### config.mk
export PLATFORM = sky130hd
export DESIGN_NAME = wiper_exec
export DESIGN_NICKNAME = d
export VERILOG_FILES = /design/src/rtl/wiper_pkg.sv /design/src/rtl/wiper_ctrl.sv /design/src/rtl/wiper_datapath.sv /design/src/rtl/wiper_exec.sv
export SDC_FILE = /design/constraint.sdc
export NUM_CORES = 1
export LEC_CHECK = 0
export ABC_AREA = 0
export CAP_MARGIN = 40
export CORE_UTILIZATION = 60
export DETAILED_ROUTE_END_ITERATION = 16
export DONT_BUFFER_PORTS = 1
export GPL_ROUTABILITY_DRIVEN = 0
export PLACE_DENSITY = 0.74
export SLEW_MARGIN = 20
export SYNTH_ARGS = -nofsm -noshare
export SYNTH_HDL_FRONTEND = slang
export SYNTH_HIERARCHICAL = 1
export SYNTH_SLANG_ARGS = --single-unit
### constraint.sdc
create_clock -name clk -period 4.5 [get_ports clk]
set_clock_uncertainty 0.05 [all_clocks]
set_input_delay 1.125 -clock clk [delete_from_list [all_inputs] [get_ports clk]]
set_output_delay 1.125 -clock clk [all_outputs]
set_load 0.1 [all_outputs]
### src/rtl/wiper_pkg.sv
package wiper_pkg;

  localparam int NUM_CH = 2;
  localparam int SEL_W  = (NUM_CH > 1) ? $clog2(NUM_CH) : 1;

  localparam logic [3:0] OP_NOP        = 4'd0;
  localparam logic [3:0] OP_RECALL_ONE = 4'd1;
  localparam logic [3:0] OP_SAVE_ONE   = 4'd2;
  localparam logic [3:0] OP_SHR_ONE    = 4'd4;
  localparam logic [3:0] OP_SHR_ALL    = 4'd5;
  localparam logic [3:0] OP_DEC_ONE    = 4'd6;
  localparam logic [3:0] OP_DEC_ALL    = 4'd7;
  localparam logic [3:0] OP_RECALL_ALL = 4'd8;
  localparam logic [3:0] OP_READ       = 4'd10;
  localparam logic [3:0] OP_LOAD       = 4'd11;
  localparam logic [3:0] OP_SHL_ONE    = 4'd12;
  localparam logic [3:0] OP_SHL_ALL    = 4'd13;
  localparam logic [3:0] OP_INC_ONE    = 4'd14;
  localparam logic [3:0] OP_INC_ALL    = 4'd15;

  typedef enum logic [2:0] {
    ACT_NONE,
    ACT_LOAD,
    ACT_INC,
    ACT_DEC,
    ACT_SHL,
    ACT_SHR
  } act_e;

  typedef struct packed {
    act_e              act;
    logic [NUM_CH-1:0] sel;
    logic              rd;
    logic [SEL_W-1:0]  chan;
  } strobe_t;

endpackage

### src/rtl/wiper_ctrl.sv
module wiper_ctrl
  import wiper_pkg::*;
(
  input  logic       clk,
  input  logic       rstN,
  input  logic       cmdValid,
  input  logic [3:0] cmdCode,
  input  logic [3:0] cmdAddr,
  output strobe_t    strobe,
  output logic       nvSaveReq,
  output logic       nvRecallReq,
  output logic       nvAll,
  output logic       nvChan
);

  logic [NUM_CH-1:0] oneSel;
  logic              isAll;
  act_e              act;
  logic              saveNext;
  logic              recallNext;

  always_comb begin
    oneSel = '0;
    oneSel[cmdAddr[SEL_W-1:0]] = 1'b1;
  end

  always_comb begin
    act        = ACT_NONE;
    isAll      = 1'b0;
    saveNext   = 1'b0;
    recallNext = 1'b0;
    if (cmdValid) begin
      case (cmdCode)
        OP_LOAD:       act = ACT_LOAD;
        OP_INC_ONE:    act = ACT_INC;
        OP_INC_ALL:    begin act = ACT_INC; isAll = 1'b1; end
        OP_DEC_ONE:    act = ACT_DEC;
        OP_DEC_ALL:    begin act = ACT_DEC; isAll = 1'b1; end
        OP_SHL_ONE:    act = ACT_SHL;
        OP_SHL_ALL:    begin act = ACT_SHL; isAll = 1'b1; end
        OP_SHR_ONE:    act = ACT_SHR;
        OP_SHR_ALL:    begin act = ACT_SHR; isAll = 1'b1; end
        OP_SAVE_ONE:   saveNext = 1'b1;
        OP_RECALL_ONE: recallNext = 1'b1;
        OP_RECALL_ALL: begin recallNext = 1'b1; isAll = 1'b1; end
        default:       act = ACT_NONE;
      endcase
    end
  end

  always_comb begin
    strobe.act  = act;
    strobe.sel  = (act == ACT_NONE) ? '0 : (isAll ? '1 : oneSel);
    strobe.rd   = cmdValid && (cmdCode == OP_READ);
    strobe.chan = cmdAddr[SEL_W-1:0];
  end

  always_ff @(posedge clk or negedge rstN) begin
    if (!rstN) begin
      nvSaveReq   <= 1'b0;
      nvRecallReq <= 1'b0;
      nvAll       <= 1'b0;
      nvChan      <= 1'b0;
    end else begin
      nvSaveReq   <= saveNext;
      nvRecallReq <= recallNext;
      nvAll       <= recallNext && isAll;
      nvChan      <= cmdAddr[0];
    end
  end

endmodule

### src/rtl/wiper_datapath.sv
module wiper_datapath
  import wiper_pkg::*;
#(
  parameter int CODE_W = 8
) (
  input  logic              clk,
  input  logic              rstN,
  input  strobe_t           strobe,
  input  logic [CODE_W-1:0] dataIn,
  output logic [CODE_W-1:0] codes [NUM_CH],
  output logic [CODE_W-1:0] readByte
);

  localparam logic [CODE_W-1:0] CODE_MAX = '1;
  localparam logic [CODE_W-1:0] CODE_MID = CODE_W'(1) << (CODE_W - 1);
  localparam logic [CODE_W-1:0] CODE_ONE = CODE_W'(1);

  function automatic logic [CODE_W-1:0] nextCode(
    input act_e              a,
    input logic [CODE_W-1:0] cur,
    input logic [CODE_W-1:0] din
  );
    logic [CODE_W-1:0] r;
    case (a)
      ACT_LOAD: r = din;
      ACT_INC:  r = (cur == CODE_MAX) ? cur : cur + CODE_ONE;
      ACT_DEC:  r = (cur == '0) ? cur : cur - CODE_ONE;
      ACT_SHL: begin
        if (cur == '0)             r = CODE_ONE;
        else if (cur >= CODE_MID)  r = CODE_MAX;
        else                       r = cur << 1;
      end
      ACT_SHR:  r = cur >> 1;
      default:  r = cur;
    endcase
    return r;
  endfunction

  for (genvar ch = 0; ch < NUM_CH; ch++) begin : g_chan
    always_ff @(posedge clk or negedge rstN) begin
      if (!rstN) begin
        codes[ch] <= CODE_MID;
      end else if (strobe.sel[ch]) begin
        codes[ch] <= nextCode(strobe.act, codes[ch], dataIn);
      end
    end
  end

  always_ff @(posedge clk or negedge rstN) begin
    if (!rstN) begin
      readByte <= '0;
    end else if (strobe.rd) begin
      readByte <= codes[strobe.chan];
    end
  end

endmodule

### src/rtl/wiper_exec.sv
module wiper_exec
  import wiper_pkg::*;
#(
  parameter int CODE_W = 8
) (
  input  logic              clk,
  input  logic              rstN,
  input  logic              cmdValid,
  input  logic [3:0]        cmdCode,
  input  logic [3:0]        cmdAddr,
  input  logic [CODE_W-1:0] cmdData,
  output logic [CODE_W-1:0] wiper0,
  output logic [CODE_W-1:0] wiper1,
  output logic [CODE_W-1:0] readByte,
  output logic              nvSaveReq,
  output logic              nvRecallReq,
  output logic              nvAll,
  output logic              nvChan
);

  strobe_t           strobe;
  logic [CODE_W-1:0] codes [NUM_CH];

  wiper_ctrl u_ctrl (
    .clk         (clk),
    .rstN        (rstN),
    .cmdValid    (cmdValid),
    .cmdCode     (cmdCode),
    .cmdAddr     (cmdAddr),
    .strobe      (strobe),
    .nvSaveReq   (nvSaveReq),
    .nvRecallReq (nvRecallReq),
    .nvAll       (nvAll),
    .nvChan      (nvChan)
  );

  wiper_datapath #(.CODE_W(CODE_W)) u_dp (
    .clk      (clk),
    .rstN     (rstN),
    .strobe   (strobe),
    .dataIn   (cmdData),
    .codes    (codes),
    .readByte (readByte)
  );

  assign wiper0 = codes[0];
  assign wiper1 = codes[1];

endmodule

Yosys cells after proc, flatten, opt, wreduce, memory -nomap -nowiden
Index checks and enable logic that the tools add are counted.

Flip-flop bits (word level): 28. Input port bits: 19.

Add/subtract/negate cells: 4. $lt $le $gt $ge: 5. Equality and inequality tests: 24. Multiplexer cells: 25. Bitwise gates (word level): 1. Reductions and logical operators: 15.

Operator list (count): two-way mux 8 bit (11); case mux 8 bit (5 select lines) (2); equality test 4 bit, second input constant (7); adder 8 x 1 -> 8 bit, second input constant (2); equality test 4 x 3 -> 1 bit, second input constant (4); equality test 8 bit, second input constant (2); >= comparator 8 bit, second input constant (2); zero test 8 bit (2); subtractor 8 x 1 -> 8 bit, second input constant (2); case mux 3 bit (5 select lines) (1); OR reduction 2 bit (5); != test 2 bit, second input constant (4); AND reduction 4 bit (2); two-way mux 1 bit (7); equality test 3 x 2 -> 1 bit, second input constant (2); equality test 3 bit, second input constant (2); nonzero test 5 bit (1); OR reduction 5 bit (1); equality test 4 x 1 -> 1 bit, second input constant (1); equality test 4 x 2 -> 1 bit, second input constant (1); two-way mux 2 bit (2); equality test 3 x 1 -> 1 bit, second input constant (1); logical AND 1 bit (3); zero test 3 bit (1); 6 further kinds (6).

Depth between registers and ports, before layout
Depth after elaboration: 7. Gate-level depth with buffers: 12. Depth with buffers taken out: 10.

Cells and area by module
The synthesis kept the hierarchy.

By module, submodules not included: wiper_datapath (times used 1, cells each 296, area each 2317.2 sq um, seq. area each 603.1 sq um); wiper_ctrl (times used 1, cells each 28, area each 254.0 sq um, seq. area each 100.1 sq um).

Worst setup path before layout
OpenSTA, ideal clock, no wires.

Kind: input-to-reg. From: input cmdCode[1]. To: register u_dp/codes[15] (netlist bit). Arrival time: 4.263 ns. Setup slack: 0.089 ns. Cell stages on the path: 12. Cell sequence: clkbuf_1 > nand4b_1 > a21oi_1 > inv_1 > buf_1 > nor2_1 > ha_1 > and3_2 > a2111oi_4 > nor4_1 > or4b_1 > o311ai_1.

RTL lines: start, declared (RTL line wiper_exec.sv:9) `input logic [3:0] cmdCode,`; end signal, assigned by index (RTL line wiper_datapath.sv:44) `codes[ch] <= nextCode(strobe.act, codes[ch], dataIn);`; end, declared (RTL line wiper_datapath.sv:10) `output logic [CODE_W-1:0] codes [NUM_CH],`.

==> results.md <==
* Final Critical Period at 3.70 ns
* Relative slew slack at 39.8%
* RSZ-0062 raised after global routing: no
* Post-CTS Setup Repair Bufs at 0
* Total global routing overflow at 0
* CTS max path bufs at 2
* Crit end category: flip-flop
* Synth area leader: dfrtp_1
* Final HPWL DP at around 5000 µm
* Worst R2R Setup Slack at between 1.5 and 2 ns
* Met1 WL at 2950 µm
* ANT nets after route at 0
* Top-count cell post-synth: nor2_1
* Fin nets at 370
* Slowest stage delay, CP at approximately 0.52 ns
* Mapped Area at between 0.002 and 0.003 mm²
* #FFs+latches synth at 28
* Port Buffers at 0
* DR WL/cell at approximately 18 µm
* Via density per instance at 6.56
* Root Driver: clkbuf_8
* Clock power frac at a little under an eighth
* Crit path required time at about 4.7 ns
* Hold Buf Count CTS at 0
* DR top layer: met4
* Largest net degree at the start of global routing at 36
* Logic gate share of total power at ~50%
* Vias in the first global route at roughly 2,200
* DR WL met3 at approximately 660 µm
* Sw power at just over 0.001 W
* Maximum clock frequency at between 200 and 300 MHz
* Commonest cells post-synth: 40 x nor2_1, 30 x nand2_1, 26 x a21oi_1, 26 x dfrtp_1, 19 x o21ai_0
* Top post-synthesis cells by area: dfrtp_1 25%, ha_1 5.8%, nor2_1 5.8%
* Worst skew pair latency at roughly 0.28 ns
* Cts repair resizes at 0
* Total negative slack at 0 ns
* Switching share of total power at around three fifths
* Total track usage at around a third
* Syn nets at 357
* Layout cell share with drive strength beyond 1 at a little under an eighth
* # DRC at 0
* DR vias at between 2,000 and 3,000
* CP max stage cell: or4b_1
* Area of the multi-input gates at 0.00174 mm²
* Outcome: completed
* Die area at around 0.0046 mm²
* Top-area cell type share of the netlist area at 25.3%
* CTS Sinks at 28
* CTS H-Tree Depth at 1
* Mapped Cells at ~320
* Global-route wire length before repair at between 10,000 and 15,000 µm
* Internal power at about 0.00070 W
* P_leak at approximately 1.2 nW
* Antenna Cells at 0
* Critical-path cell list: nand4b_1 -> a21oi_1 -> inv_1 -> nor2_1 -> buf_4 -> ha_1 -> a21oi_1 -> o2111ai_1 -> and3_1 -> or4b_1 -> nand4_1
* CTS clk-pin slew, worst paths at 0.11 ns
* Avg Cell Area, Syn at 7.94 µm²
* Row count at 23
* Final Max Slew Viols at 0
* Seq. cell area at 703 µm²
* Final core utilization at between 60 and 70%
* Seq/Total Area, Yosys at about 27%
* Worst Path Arrival at 3.88 ns
* Routed met2 length at roughly 3300 µm
* Final period util at a little over 80%
* Pwr dens at ~610 mW/mm²
* Most used cell, CP: a21oi_1
* R2R Path End: u_dp/codes[15]
* Max IR drop VDD at 0.330 mV
* Core ar. at 0.00406 mm²
* CTS Buf Count at 3
* Worst Hold Class: input port to async pin
* Tightest Pin Transition at approximately 0.90 ns
* DRT Wirelength at around 7000 µm
* Final hold violation count at 0
* WS Path Type: input port to flip-flop
* Fill cell count at 308
* Reg2Reg Depth at 7
* Reg-to-Reg Start: u_dp/codes[14]
* Initial DRC Count at 304
* Final setup violating endpoints at 0
* First-pass DRT Iterations at 5
* I/O Pins at 47
* Area delta synth->final at 10.3%
* Die Width at about 67 µm
* Post-synthesis cell type count at 60
* CTS tree: yes
* Ys Warns at 6
* Reg power frac at 39.1%
* Synth async-reset ratio at 100%
* Startpoint Class: input port
* Die height at ~67 µm
* Initial Util at ~63%
* Ys flop type: dfrtp_1
* Antenna violations before repair at 0
* Crit path max fanout at 9
* MaxCap Viol Count at 0
* Number of synthesized flops with an enable pin at 0
==> cell usage in the layout, fill, tap and decap left out, types with 3 or more instances in the layout <==
cell type  count
xor2_1         3
nand2b_1       6
nor3_1        16
mux2_2         3
nand4_1        6
a31oi_1        8
clkbuf_1       8
xnor2_1        4
nor2b_1        4
nor2_1        40
mux2i_1       13
nor4_1         5
dfrtp_1       26
and3_1         5
o2111ai_1      3
o31ai_1        7
a21oi_1       26
buf_4         19
inv_1          8
and2_1         3
nand2_1       30
ha_1          12
a211oi_1       3
clkbuf_8       3
a21o_1         3
o21ai_0       19
nand3_1        7
==> per-stage QoR <==
stage	cell area, µm²	total power [W]	instances	hold slack, ns	setup slack [ns]
2_1_floorplan	2570	0.00129	324	0.763	0.0890
3_3_place_gp	2670	0.00145	370	0.531	0.611
3_5_place_dp	2710	0.00148	373	0.534	0.538
4_1_cts	2780	0.00169	377	0.466	0.831
5_1_grt	2840	0.00180	386	0.455	0.649
6_report	2840	0.00173	386	0.470	0.797
==> cells by family after synthesis <==
logic type / after synthesis / share of synthesized area, %
buffers and inverters: 30 / 4.96
multiplexers: 16 / 6.37
XOR/XNOR: 7 / 2.38
flip-flops: 28 / 27.3
adder cells (fa/ha/maj): 14 / 7.40
AND/OR/NAND/NOR: 137 / 27.4
AO/OA/AOI/OAI: 92 / 24.1
==> registers in the layout, indices dropped and copies added (netlist names) <==
name and count:
u_ctrl/nvAll 1, u_ctrl/nvChan 1, u_ctrl/nvRecallReq 1, u_ctrl/nvSaveReq 1, u_dp/codes 16, u_dp/readByte 8
==> critical path: cells and delay by family <==
family                   cells  cell delay (ns)
AO/OA/AOI/OAI                3             0.66
adder cells (fa/ha/maj)      1             0.24
buffers and inverters        2             0.37
AND/OR/NAND/NOR              5             1.49
==> power groups by stage <==
stage | clock, W | combinational (W) | sequential (W)
after global routing | 0.000216 | 0.000900 | 0.000688
after floorplan | 0 | 0.000330 | 0.000957
after CTS | 0.000208 | 0.000789 | 0.000690
final | 0.000205 | 0.000849 | 0.000675
after detailed placement | 0 | 0.000787 | 0.000696
after global placement | 0 | 0.000735 | 0.000712
==> worst max path at each step <==
stage / start / endpoint / slack (ns) / depth (start not counted)
after CTS: cmdCode[2] / u_dp/codes[7] / 0.83 / 11
after detailed placement: cmdCode[2] / u_dp/codes[7] / 0.54 / 11
final: cmdCode[2] / u_dp/codes[7] / 0.80 / 11
after global placement: cmdCode[2] / u_dp/codes[15] / 0.61 / 10
after floorplan: cmdCode[1] / u_dp/codes[15] / 0.09 / 12
after global routing: cmdCode[2] / u_dp/codes[7] / 0.65 / 11
==> cell type report <==
class,count,area share [%]
multi-input combinational,266,61.4
sequential,28,24.8
timing repair buffer,30,8.07
tap,50,2.21
clock buffer,3,1.46
clock inverter,1,1.06
inverter,8,1.06
==> per-layer routing <==
metal  vias to the layer above  track usage (%)
met3                         8             6.08
met5                         -                0
li1                       1223                -
met4                         0             10.1
met2                       127             50.5
met1                      1173             42.2
No activity file was read; power rests on OpenSTA's default activity.
